### config.mk
export PLATFORM = sky130hd
export DESIGN_NAME = frame_hdr_emitter
export DESIGN_NICKNAME = d
export VERILOG_FILES = /design/src/rtl/fhe_pkg.sv /design/src/rtl/fhe_ctrl_regs.sv /design/src/rtl/fhe_snapshot.sv /design/src/rtl/fhe_hdr_seq.sv /design/src/rtl/frame_hdr_emitter.sv
export SDC_FILE = /design/constraint.sdc
export NUM_CORES = 1
export LEC_CHECK = 0
export ABC_AREA = 0
export BUFFER_PORTS_ARGS = -buffer_cell sky130_fd_sc_hd__clkbuf_2
export CAP_MARGIN = 20
export CORE_AREA = 4 4 78 80
export CTS_CLUSTER_DIAMETER = 80
export DETAILED_ROUTE_END_ITERATION = 8
export DIE_AREA = 0 0 82 84
export PLACE_DENSITY = 0.86
export REMOVE_ABC_BUFFERS = 1
export SYNTH_ARGS = -nofsm -noshare
export SYNTH_HDL_FRONTEND = slang
export SYNTH_SLANG_ARGS = --single-unit
### constraint.sdc
create_clock -name clk -period 4.16 [get_ports clk]
set_input_delay 0.416 -clock clk [delete_from_list [all_inputs] [get_ports clk]]
set_output_delay 0.416 -clock clk [all_outputs]
set_load 0.05 [all_outputs]
### src/rtl/fhe_pkg.sv
package fhe_pkg;
  localparam int MASK_W    = 3;
  localparam int STREAM_W  = 3;
  localparam int FIELD_W   = 16;
  localparam int HDR_BYTES = 7;
  localparam int IDX_W     = $clog2(HDR_BYTES);

  localparam logic [7:0] OP_STREAM   = 8'h05;
  localparam logic [7:0] OP_SUBFRAME = 8'h19;
  localparam logic [7:0] OP_RANGE    = 8'h1A;

  typedef logic [IDX_W-1:0] hdr_idx_t;
  localparam hdr_idx_t LAST_IDX = hdr_idx_t'(HDR_BYTES - 1);

  typedef struct packed {
    logic [MASK_W-1:0]   mask;
    logic [STREAM_W-1:0] stream;
    logic [FIELD_W-1:0]  range_bins;
  } hdr_cfg_t;

  function automatic logic [7:0] pack_flags(input logic [MASK_W-1:0] m,
                                            input logic [STREAM_W-1:0] s);
    return {{(8 - MASK_W - STREAM_W){1'b0}}, m, s};
  endfunction
endpackage

### src/rtl/fhe_ctrl_regs.sv
module fhe_ctrl_regs
  import fhe_pkg::*;
#(
  parameter logic [FIELD_W-1:0] DEF_RANGE_BINS = 16'd512
) (
  input  logic               clk,
  input  logic               rst,
  input  logic               cmd_valid,
  input  logic [7:0]         cmd_opcode,
  input  logic [FIELD_W-1:0] cmd_value,
  output hdr_cfg_t           cfg
);
  always_ff @(posedge clk) begin
    if (rst) begin
      cfg.mask       <= '1;
      cfg.stream     <= '1;
      cfg.range_bins <= DEF_RANGE_BINS;
    end else if (cmd_valid) begin
      case (cmd_opcode)
        OP_SUBFRAME: cfg.mask       <= cmd_value[MASK_W-1:0];
        OP_STREAM:   cfg.stream     <= cmd_value[STREAM_W-1:0];
        OP_RANGE:    cfg.range_bins <= cmd_value;
        default:     ;
      endcase
    end
  end
endmodule

### src/rtl/fhe_snapshot.sv
module fhe_snapshot
  import fhe_pkg::*;
#(
  parameter logic [FIELD_W-1:0] DEF_RANGE_BINS = 16'd512
) (
  input  logic     clk,
  input  logic     rst,
  input  logic     capture,
  input  hdr_cfg_t live,
  output hdr_cfg_t held
);
  always_ff @(posedge clk) begin
    if (rst) begin
      held.mask       <= '1;
      held.stream     <= '1;
      held.range_bins <= DEF_RANGE_BINS;
    end else if (capture) begin
      held <= live;
    end
  end
endmodule

### src/rtl/fhe_hdr_seq.sv
module fhe_hdr_seq
  import fhe_pkg::*;
#(
  parameter logic [7:0] SYNC_BYTE   = 8'hA5,
  parameter logic [7:0] VERSION     = 8'h02,
  parameter int         FRAME_CNT_W = 16
) (
  input  logic     clk,
  input  logic     rst,
  input  logic     start,
  input  hdr_cfg_t snap,
  output logic     idle,
  output logic     hdr_valid,
  input  logic     hdr_ready,
  output logic [7:0] hdr_data,
  output logic     hdr_last
);
  logic                   busy;
  hdr_idx_t               idx;
  hdr_idx_t               nxt_idx;
  logic [FRAME_CNT_W-1:0] frame_cnt;
  logic [FIELD_W-1:0]     fnum16;
  logic [7:0]             nxt_byte;

  assign nxt_idx   = idx + hdr_idx_t'(1);
  assign fnum16    = FIELD_W'(frame_cnt);
  assign idle      = !busy;
  assign hdr_valid = busy;

  // Byte after the current one, taken only from the snapshot.
  always_comb begin
    case (nxt_idx)
      hdr_idx_t'(1): nxt_byte = VERSION;
      hdr_idx_t'(2): nxt_byte = pack_flags(snap.mask, snap.stream);
      hdr_idx_t'(3): nxt_byte = fnum16[15:8];
      hdr_idx_t'(4): nxt_byte = fnum16[7:0];
      hdr_idx_t'(5): nxt_byte = snap.range_bins[15:8];
      hdr_idx_t'(6): nxt_byte = snap.range_bins[7:0];
      default:       nxt_byte = SYNC_BYTE;
    endcase
  end

  always_ff @(posedge clk) begin
    if (rst) begin
      busy      <= 1'b0;
      idx       <= '0;
      hdr_data  <= '0;
      hdr_last  <= 1'b0;
      frame_cnt <= '0;
    end else if (!busy) begin
      if (start) begin
        busy     <= 1'b1;
        idx      <= '0;
        hdr_data <= SYNC_BYTE;
        hdr_last <= 1'b0;
      end
    end else if (hdr_ready) begin
      if (idx == LAST_IDX) begin
        busy      <= 1'b0;
        hdr_last  <= 1'b0;
        frame_cnt <= frame_cnt + 1'b1;
      end else begin
        idx      <= nxt_idx;
        hdr_data <= nxt_byte;
        hdr_last <= (nxt_idx == LAST_IDX);
      end
    end
  end
endmodule

### src/rtl/frame_hdr_emitter.sv
module frame_hdr_emitter
  import fhe_pkg::*;
#(
  parameter logic [7:0]  SYNC_BYTE      = 8'hA5,
  parameter logic [7:0]  VERSION        = 8'h02,
  parameter logic [15:0] DEF_RANGE_BINS = 16'd512,
  parameter int          FRAME_CNT_W    = 16
) (
  input  logic        clk,
  input  logic        rst,
  input  logic        cmd_valid,
  input  logic [7:0]  cmd_opcode,
  input  logic [15:0] cmd_value,
  input  logic        frame_done,
  output logic        hdr_valid,
  input  logic        hdr_ready,
  output logic [7:0]  hdr_data,
  output logic        hdr_last
);
  hdr_cfg_t live_cfg;
  hdr_cfg_t snap_cfg;
  logic     seq_idle;
  logic     capture;

  assign capture = frame_done && seq_idle;

  fhe_ctrl_regs #(.DEF_RANGE_BINS(DEF_RANGE_BINS)) u_regs (
    .clk(clk), .rst(rst), .cmd_valid(cmd_valid), .cmd_opcode(cmd_opcode),
    .cmd_value(cmd_value), .cfg(live_cfg)
  );

  fhe_snapshot #(.DEF_RANGE_BINS(DEF_RANGE_BINS)) u_snap (
    .clk(clk), .rst(rst), .capture(capture), .live(live_cfg), .held(snap_cfg)
  );

  fhe_hdr_seq #(
    .SYNC_BYTE(SYNC_BYTE), .VERSION(VERSION), .FRAME_CNT_W(FRAME_CNT_W)
  ) u_seq (
    .clk(clk), .rst(rst), .start(capture), .snap(snap_cfg), .idle(seq_idle),
    .hdr_valid(hdr_valid), .hdr_ready(hdr_ready), .hdr_data(hdr_data),
    .hdr_last(hdr_last)
  );
endmodule

# --- Word-level counts from Yosys, hierarchy flattened ---
# Cells that the tools add are included.
totals:
  regBits: 73
  input_bits: 29
  out_inout_bits: 10
classes:
  add_sub_neg: 2
  n_eq_ne: 12
  mux: 17
  reduce_logical: 9
ops:
  columns: ["cell", "count"]
  rows:
  - ["8-bit case mux with 6 select lines", 1]
  - ["8-bit two-way mux", 4]
  - ["16-bit by 1-bit adder with 16-bit output (second input constant)", 1]
  - ["8-bit by 5-bit equality test with 1-bit output (second input constant)", 2]
  - ["3-bit equality test (second input constant)", 4]
  - ["3-bit two-way mux", 4]
  - ["8-bit by 3-bit equality test with 1-bit output (second input constant)", 1]
  - ["1-bit two-way mux", 8]
  - ["2-bit AND reduction", 4]
  - ["3-bit by 2-bit equality test with 1-bit output (second input constant)", 2]
  - ["3-bit AND reduction", 2]
  - ["2-bit != test (second input constant)", 2]
  - ["3-bit by 1-bit adder with 3-bit output (second input constant)", 1]
  - ["3-bit by 1-bit equality test with 1-bit output (second input constant)", 1]
  - ["2-bit nonzero test", 1]
  - ["1-bit logical AND", 1]
  - ["1-bit zero test", 1]

# --- Depth between registers and ports, before layout ---
# Gate-level depths: netlist of the first run.
depth:
  depth_word: 6
  ltp_mapped: 7

# --- Cells and area by module ---
# Synthesis of the first run repeated with hierarchy kept, for this count alone.
hier_totals:
  cells_unflattened: 361
  area_unflattened_um2: 3415.8
modules_own_cells:
  columns: ["module", "n_inst", "cells_per_inst", "area_each_um2", "seq_area_each_um2"]
  rows:
  - ["fhe_hdr_seq", 1, 190, 1604.0, 580.6]
  - ["fhe_ctrl_regs", 1, 99, 997.2, 440.4]
  - ["fhe_snapshot", 1, 71, 808.3, 440.4]
  - ["frame_hdr_emitter", 1, 1, 6.3, 0.0]

# --- Worst setup path before layout of the first run ---
# Ideal clock, no wire load.
synth_timing:
  path_type: "flip-flop to flip-flop"
  start: "register u_seq.busy (netlist: u_seq.hdr_valid)"
  end: "register u_seq.frame_cnt[15] (netlist: u_seq.fnum16[15])"
  setup_ps: 123
  arrival_ps: 1887
  path_slack_ps: 2150
  stages_incl_launch_ff: 5
  synth_period_minus_slack_ps: 2010
  cell_sequence: "dfxtp_1 -> nand4_2 -> nor4_2 -> nand3_1 -> mux2_1"
synth_via:
  elab_chain_len: 1
synth_lines:
  columns: ["element", "line", "rtl"]
  rows:
  - ["from (decl)", "fhe_hdr_seq.sv:18", "logic busy;"]
  - ["from (signal assigned)", "fhe_hdr_seq.sv:45", "busy <= 1'b0;"]
  - ["from (signal assigned)", "fhe_hdr_seq.sv:52", "busy <= 1'b1;"]
  - ["from (signal assigned)", "fhe_hdr_seq.sv:59", "busy <= 1'b0;"]
  - ["3-bit AND reduction (no line)", null, null]
  - ["to (signal assigned)", "fhe_hdr_seq.sv:61", "frame_cnt <= frame_cnt + 1'b1;"]
  - ["to (decl)", "fhe_hdr_seq.sv:21", "logic [FRAME_CNT_W-1:0] frame_cnt;"]
# Every way passes these cells.
# A chain may end at the register's enable or synchronous reset.

# --- Worst setup path after layout of the first run ---
layout_timing:
  start: "register u_seq.idx[0]"
  end: "register u_seq.frame_cnt[13] (netlist: u_seq.fnum16[13])"
layout_via:
  elab_chain_len: 2
layout_lines:
  columns: ["element", "line", "rtl"]
  rows:
  - ["from (decl)", "fhe_hdr_seq.sv:19", "hdr_idx_t idx;"]
  - ["from (signal assigned)", "fhe_hdr_seq.sv:63", "idx <= nxt_idx;"]
  - ["3-bit equality test", "fhe_hdr_seq.sv:58", "if (idx == LAST_IDX) begin"]
  - ["3-bit AND reduction (no line)", null, null]
# Every way passes these cells.

==> results of run 1 <==
## synth_stat cells, drive strengths merged
| library cell | n |
|---|---|
| a211o | 8 |
| a211oi | 3 |
| a21o | 2 |
| a21oi | 27 |
| a221oi | 5 |
| a222oi | 5 |
| a22oi | 1 |
| a2bb2oi | 2 |
| a311oi | 1 |
| a31o | 1 |
| a31oi | 3 |
| and2 | 3 |
| and3 | 2 |
| and4 | 1 |
| buf | 7 |
| clkbuf | 16 |
| dfxtp | 73 |
| ha | 6 |
| inv | 4 |
| mux2 | 7 |
| mux2i | 15 |
| nand2 | 57 |
| nand2b | 3 |
| nand3 | 13 |
| nand3b | 11 |
| nand4 | 4 |
| nor2 | 41 |
| nor2b | 12 |
| nor3 | 9 |
| nor4 | 4 |
| nor4b | 1 |
| o21ai | 5 |
| or2 | 1 |
| or3 | 2 |
| or4b | 1 |
| xnor2 | 8 |
| xor2 | 3 |
## sequential cells by signal, summed over array words and instances, names as in the netlist
signal,count
u_regs.cfg,22
u_snap.held,22
u_seq.fnum16,16
u_seq.hdr_data,8
u_seq.idx,3
u_seq.hdr_last,1
u_seq.hdr_valid,1
## routing by layer
metal | up-vias | share of wire [%] | global-route usage, %
met4 | 0 | 2.3 | 9.517
met2 | 122 | 47 | 35.12
met3 | 20 | 7.9 | 5.940
li1 | 1342 | - | -
met5 | - | 0 | 0
met1 | 1295 | 43 | 30.40
## stage by stage
step                setup slack [ns]  utilization, %
finish                         1.786           68.24
global route                   1.647           68.24
CTS                            1.835           68.24
detailed placement             1.844           63.56
global placement               1.993           63.56
floorplan                      1.767               -
## worst register-to-register path, cell delays in order, from the launching register on
cell	delay [ns]
dfxtp_1	0.37
inv_1	0.11
ha_1	0.47
nand4_2	0.32
nor4_2	0.50
nand3_1	0.17
mux2_1	0.32
## power breakdown
part	internal [mW]	switching, mW	total [mW]
clock	0.416	0.274	0.691
sequential	0.709	0.00772	0.717
combinational	0.0338	0.0726	0.106
total	1.16	0.354	1.51
## final cells by class
cell class / instances / area (µm²) / share of cell area [%]
clock buffer: 10 / 137.6 / 3.731
tap: 72 / 90.09 / 2.442
multi-input combinational: 267 / 1657 / 44.91
inverter: 4 / 15.01 / 0.4071
timing repair buffer: 41 / 212.7 / 5.767
clock inverter: 6 / 115.1 / 3.121
sequential: 73 / 1461 / 39.62
## kinds of logic (layout without fill, tap and decap cells)
| kind of cell | Yosys count | after routing | synth area share (%) |
|---|---|---|---|
| simple gates | 165 | 165 | 25.67 |
| buf+inv | 27 | 61 | 3.932 |
| compound gates | 63 | 63 | 13.03 |
| fa+ha+maj | 6 | 6 | 2.313 |
| mux | 22 | 22 | 7.054 |
| flops | 73 | 73 | 45.03 |
| xor+xnor | 11 | 11 | 2.969 |
## worst paths after layout
kind	from	endpoint	slack, ns	cells after the start
min	cmd_value[9]	u_regs.cfg[9]	0.26	2
min reg2reg	u_seq.hdr_data[6]	u_seq.hdr_data[6]	0.45	2
max reg2reg	u_seq.idx[0]	u_seq.fnum16[13]	1.79	6
max	u_seq.idx[0]	u_seq.fnum16[13]	1.79	6
==> flow_summary.ini, run 1 <==
[drt]
first_pass_iters = 5
drtIter0Drc = 252
viasPerCell = 5.875
dr_total_vias = 2779
routed_wl_um = 7359
drc = 0
wl_per_cell_um = 15.56
postRouteAntennaNets = 0

[floorplanning]
dieArea_um2 = 6888
core_um2 = 5405
start_util_pct = 60.05
die_h_um = 84
die_x_um = 82
io_pins = 39
placementRows = 27

[grt]
grt_pass1_vias = 2660
grt_max_degree = 66
antenna_found_initial = 0
gr-usage-all-layers_pct = 22.99
grt_pass1_wl_um = 12300
gr-total-overflow = 0

[pwr]
p_per_area_nw_per_um2 = 410.4
p_total_mw = 1.514
irDropWorstVdd_mv = 0.2326
leakage_nw = 1.361

[clocking]
clock_latency_ns = 0.35
cts_sinks = 73
clock-root-buffer = clkbuf_8
h-tree-depth = 3
ctsResizeCount = 0
clockBufferDepth = 2
holdBufCountCts = 0
cts_tree = done
cts_setup_buffers = 0
clk_pin_slew_worst_paths_ns = 0.08
cts_made_buffers = 9

[worst_setup_path]
path_max_fanout = 13
path_buf_inv = 1
worst-setup-path-type = flip-flop to flip-flop
cpPeakStageDelay_ns = 0.50
arrival_ns = 2.62
worstPathRequired_ns = 4.40
cp_cell_sequence = inv_1 > ha_1 > nand4_2 > nor4_2 > nand3_1 > mux2_1
crit_path_top_delay_cell = nor4_2
startpoint_type = flip-flop
crit_family = simple AND/OR/NAND/NOR gates
timing.critical_path.to_type = flip-flop

[sta]
hold_violations = 0
fin_crit_ns = 2.374
rsz0062_at_grt = no
period_share_pct = 57.06
worst_slew_pin_slew_ns = 0.9417
setup_viol = 0
setup_tns_ns = 0
slew_viol_final = 0
hold_ws_ns = 0.2601
maxSlewHeadroom_pct = 37.22
finClkSkew_ns = 0.007830
fmaxAchievable_ghz = 0.4213

[finish]
final_area_um2 = 3689
layout_commonest_cell = dfxtp_1
num_antenna_cells = 0
area_growth_syn_to_layout_pct = 13.65
nNetsFinal = 431
mostFrequentLayoutCells = dfxtp_1 (73), nand2_1 (57), nor2_1 (41), clkbuf_2 (38), a21oi_1 (27)
drive_gt1_share_pct = 17.46
instances_no_fill = 473
num-fill-cells = 446

[run]
cap_viol_max_count = 0

[placed_design]
place_congestion = 0.9132
dp.final_hpwl_um = 4932
place.port_buffers = 38
dp_cells = 457
placed_cell_area_um2 = 3436

[logic_synthesis]
ys_types = 45
synth_area_leader_cell = dfxtp_1
yosysSeqAreaShare_pct = 45.03
synth_top_area_share_pct = 45.03
syn_inst = 367
synth_seq_cells = 73
synth.yosys.warnings = 0
syn_area_um2 = 3246
synth_area_per_cell_um2 = 8.844
netlist_top_cells_area = dfxtp_1 (45%), nand2_1 (6.6%), nor2_1 (4.7%), mux2i_1 (4.6%), a21oi_1 (4.2%)

[worst_hold_path]
min_path_type = input port to flip-flop

[run_status]
status = complete, no violations
Power figures use the tool's default switching activity.
==> run 2: changes to the inputs <==
- CORE_AREA: 4 4 78 80 -> 4 4 81 83
- DIE_AREA: 0 0 82 84 -> 0 0 85 87
- PLACE_DENSITY: 0.86 -> 0.81
- clock period: 4.16 -> 2.2 ns (I/O delays scaled with it)
==> run 2 against run 1 <==
  * Critical path depth fell by 1
  * Core utilization fell by 5.3 points
  * Via count fell by 1.5%
  * First-iteration DRC count rose by 5.2%
  * Sequential power rose by 90%
  * Die area rose by 7.4%
  * Register-to-register slack got worse by 1.5 ns
==> flow_summary.ini, run 2 (synthesis gave the netlist of run 1 again) <==
[run_status]
status = complete, no violations

[clocking]
clock_latency_ns = 0.36
cts_made_buffers = 9
clock-root-buffer = clkbuf_8
cts_sinks = 73
cts_tree = done
holdBufCountCts = 0
ctsResizeCount = 0
cts_setup_buffers = 0
clockBufferDepth = 2
h-tree-depth = 3
clk_pin_slew_worst_paths_ns = 0.09

[drt]
postRouteAntennaNets = 0
routed_wl_um = 7125
viasPerCell = 5.688
drtIter0Drc = 265
drc = 0
first_pass_iters = 5
dr_total_vias = 2736
wl_per_cell_um = 14.81

[floorplanning]
start_util_pct = 55.47
placementRows = 28
core_um2 = 5851
io_pins = 39
dieArea_um2 = 7395
die_h_um = 87
die_x_um = 85

[sta]
fmaxAchievable_ghz = 0.5126
hold_violations = 0
rsz0062_at_grt = no
worst_slew_pin_slew_ns = 0.7415
slew_viol_final = 0
maxSlewHeadroom_pct = 50.57
fin_crit_ns = 1.951
setup_tns_ns = 0
period_share_pct = 88.67
hold_ws_ns = 0.07450
setup_viol = 0
finClkSkew_ns = 0.01276

[placed_design]
place_congestion = 0.8947
dp.final_hpwl_um = 5036
place.port_buffers = 38

[worst_setup_path]
crit_path_top_delay_cell = ha_1
cpPeakStageDelay_ns = 0.52
timing.critical_path.to_type = flip-flop
arrival_ns = 2.24
worst-setup-path-type = flip-flop to flip-flop
cp_cell_sequence = ha_1 > nor3_1 > mux2_2 > or3_1 > o21ai_0
worstPathRequired_ns = 2.49
path_max_fanout = 15
startpoint_type = flip-flop

[finish]
area_growth_syn_to_layout_pct = 13.49
num_antenna_cells = 0
nNetsFinal = 436
mostFrequentLayoutCells = dfxtp_1 (73), nand2_1 (57), nor2_1 (41), clkbuf_2 (38), a21oi_1 (27)
layout_commonest_cell = dfxtp_1
drive_gt1_share_pct = 18.47
final_util_pct = 62.96

[grt]
grt_pass1_wl_um = 12010
gr-total-overflow = 0
grt_max_degree = 46
gr-usage-all-layers_pct = 20.34
antenna_found_initial = 0
grt_pass1_vias = 2548

[pwr]
p_per_area_nw_per_um2 = 684.2
leakage_nw = 1.350
p_total_mw = 2.520
irDropWorstVdd_mv = 0.5322

[worst_hold_path]
min_path_type = input port to flip-flop

[run]
cap_viol_max_count = 0
## run 2: cell count changes in the layout (fill, tap and decap cells not counted), sizes merged
cell,before,now
buf,3,8
bufinv,3,0
clkinvlp,1,4
## run 2: worst max-delay path, delay by kind of cell (launching register included)
kind / cells / cell delay [ns]
multiplexers: 1 / 0.31
AO/OA/AOI/OAI: 1 / 0.16
AND/OR/NAND/NOR: 2 / 0.46
flip-flops: 1 / 0.44
adder cells (fa/ha/maj): 1 / 0.52
## run 2: per-stage QoR
stage / cell area, µm² / cells / setup WS, ns
2_1_floorplan: 3133 / 344 / 0.002693
3_3_place_gp: 3502 / 465 / 0.3672
3_5_place_dp: 3502 / 465 / 0.2785
4_1_cts: 3684 / 481 / 0.2591
5_1_grt: 3684 / 481 / 0.1620
6_report: 3684 / 481 / 0.2492
## run 2: area by class of cell
| class | count | area (µm²) |
|---|---|---|
| clock inverter | 6 | 43.79 |
| inverter | 4 | 15.01 |
| multi-input combinational | 267 | 1657 |
| timing repair buffer | 46 | 275.3 |
| fill | 496 | 2167 |
| tap | 75 | 93.84 |
| sequential | 73 | 1461 |
| clock buffer | 10 | 137.6 |
## run 2: power by group
group / total (mW) / leakage, nW / internal (mW) / switching, mW
Sequential: 1.36 / 0.591 / 1.34 / 0.0157
Clock: 0.959 / 0.0805 / 0.439 / 0.520
Combinational: 0.205 / 0.678 / 0.0685 / 0.137
Total: 2.52 / 1.35 / 1.85 / 0.672
## run 2: path summary, 6_finish.rpt
path                             to  slack [ns]     startpoint  cells after the start
setup / recovery  u_seq.hdr_data[3]        0.25   u_seq.idx[0]                      5
hold / removal        u_regs.cfg[9]        0.07   cmd_value[9]                      2
setup reg to reg  u_seq.hdr_data[3]        0.25   u_seq.idx[0]                      5
hold reg to reg      u_snap.held[8]        0.45  u_regs.cfg[8]                      2
## run 2: per-layer routing
layer,vias to the layer above,global-route usage [%],part of all wire [%]
li1,1349,-,-
met1,1278,26.43,45
met2,91,31.99,46
met3,18,5.866,6.2
met4,0,7.914,2.9
met5,-,0,0
==> run 3: changes to the inputs <==
--- a/config.mk
+++ b/config.mk
@@ -8,2 +8,3 @@
 export ABC_AREA = 0
+export ABC_CLOCK_PERIOD_IN_PS = 2200
 export BUFFER_PORTS_ARGS = -buffer_cell sky130_fd_sc_hd__clkbuf_2
==> constraint.sdc (replaced) <==
create_clock -name clk -period 2.2 [get_ports clk]
set_input_delay 0.55 -clock clk [delete_from_list [all_inputs] [get_ports clk]]
set_output_delay 0.55 -clock clk [all_outputs]
set_load 0.05 [all_outputs]
==> run 3 against run 2 <==
  * Setup slack worse by 0.013 ns
  * Critical path depth did not move
  * Cell count increased by 0.62%
  * First-iteration DRC count fell by 3.8%
  * Non-clock buffer count increased by 3
  * Register-to-register slack hardly changed
  * Flip-flop and latch count unchanged
  * Critical endpoint is now u_seq.hdr_data[6]
  * Highest routed layer unchanged
==> flow_summary.ini, run 3 (synthesis gave the netlist of run 1 again) <==
[sta]
setup_viol = 0
hold_violations = 0
slew_viol_final = 0
finClkSkew_ns = 0.009115
rsz0062_at_grt = no
fin_crit_ns = 1.964
maxSlewHeadroom_pct = 62.00
period_share_pct = 89.27
hold_ws_ns = 0.3985
worst_slew_pin_slew_ns = 0.5700
fmaxAchievable_ghz = 0.5092

[finish]
mostFrequentLayoutCells = dfxtp_1 (73), nand2_1 (57), nor2_1 (41), clkbuf_2 (38), a21oi_1 (27)
num_antenna_cells = 0
num-fill-cells = 478
nNetsFinal = 439
final_util_pct = 64.67
instances_no_fill = 484
layout_commonest_cell = dfxtp_1
area_growth_syn_to_layout_pct = 16.58
drive_gt1_share_pct = 18.58

[floorplanning]
placementRows = 28
die_x_um = 85
io_pins = 39
start_util_pct = 55.47
die_h_um = 87
core_um2 = 5851
dieArea_um2 = 7395

[worst_hold_path]
hold-path-cell-count = 2
min_path_type = input port to flip-flop
hold-path-endpoint = u_regs.cfg[9]
worstHoldStart = cmd_value[9]

[worst_setup_path]
ff2ff_setup_slack_ns = 0.24
arrival_ns = 2.24
cpPeakStageDelay_ns = 0.56
timing.critical_path.to_type = flip-flop
cp_cell_sequence = ha_1 > a222oi_1 > or2_2 > a211o_1 > a21oi_1
path_buf_inv = 0
startpoint_type = flip-flop
crit_family = compound AO/OA/AOI/OAI gates
worstPathRequired_ns = 2.48
worst-setup-path-type = flip-flop to flip-flop
path_max_fanout = 15
crit_path_top_delay_cell = ha_1
timing.rr.start = u_seq.idx[0]
rr_endpoint = u_seq.hdr_data[6]
rr_worst_depth = 5

[drt]
viasPerCell = 5.523
postRouteAntennaNets = 0
routed_wl_um = 7034
wl_per_cell_um = 14.53
drtIter0Drc = 255
first_pass_iters = 4
dr_total_vias = 2673
drc = 0

[grt]
grt.busiest_layer = met2
gr-total-overflow = 0
gr-usage-all-layers_pct = 20.46
met1_usage_pct = 24.50
grt_use_met2_pct = 34.25
grt_pass1_vias = 2661
antenna_found_initial = 0
use_met3_pct = 4.920
grt_max_degree = 55
grt_pass1_wl_um = 12010

[clocking]
cts_tree = done
ctsResizeCount = 0
clockBufferDepth = 2
cts_made_buffers = 9
h-tree-depth = 3
cts_setup_buffers = 0
holdBufCountCts = 0
cts_sinks = 73
clock_latency_ns = 0.35
clk_pin_slew_worst_paths_ns = 0.07
clock-root-buffer = clkbuf_8

[run]
cap_viol_max_count = 0

[placed_design]
place.port_buffers = 38
dp_cells = 468
dp.final_hpwl_um = 4993
place_congestion = 0.8791

[pwr]
leakage_nw = 1.409
p_per_area_nw_per_um2 = 770.9
irDropWorstVdd_mv = 0.4472

[run_status]
status = complete, no violations
## run 3: per-stage QoR
stage	area [µm²]	setup WS (ns)	setup TNS (ns)	total power, mW
after floorplan	3133	-0.3273	-4.075	1.498
after global placement	3525	0.05847	0	1.588
after detailed placement	3525	0.01523	0	1.593
after CTS	3784	0.2638	0	2.936
after global routing	3784	0.07010	0	3.016
final	3784	0.2360	0	2.917
## run 3: worst max path at each step
stage	to	slack (ns)	from	cells past startpoint
3_5_place_dp	u_regs.cfg[11]	0.02	cmd_opcode[5]	6
6_report	u_seq.hdr_data[6]	0.24	u_seq.idx[0]	5
3_3_place_gp	u_regs.cfg[5]	0.06	cmd_opcode[5]	6
2_1_floorplan	u_regs.cfg[9]	-0.33	cmd_opcode[5]	4
4_1_cts	u_seq.fnum16[15]	0.26	u_seq.idx[0]	6
5_1_grt	u_seq.hdr_data[3]	0.07	u_seq.idx[0]	5
## run 3: metal layers
layer	vias to the layer above	part of all wire, %	routed length, µm
li1	1358	-	-
met1	1232	45	3181
met2	68	47	3298
met3	15	5.6	393
met4	0	2.3	161
met5	-	0	0
## run 3: layout make-up
cell class,count,area [µm²],share of cell area (%)
repair buffers,49,297.8,7.870
well taps,75,93.84,2.480
inverters,4,15.01,0.3968
clock inverters,5,127.6,3.373
clock buffers,11,131.4,3.472
flip-flops and latches,73,1461,38.62
multi-input cells,267,1657,43.78
## run 3: worst reg2reg max path, cell delays in order (launching register included)
cell and delay (ns):
dfxtp_1 0.43, ha_1 0.56, a222oi_1 0.17, or2_2 0.32
a211o_1 0.28, a21oi_1 0.14
## run 3: power breakdown
part	internal [mW]	total (mW)	switching, mW
sequential	1.34	1.35	0.0134
combinational	0.0691	0.208	0.139
clock	0.869	1.35	0.486
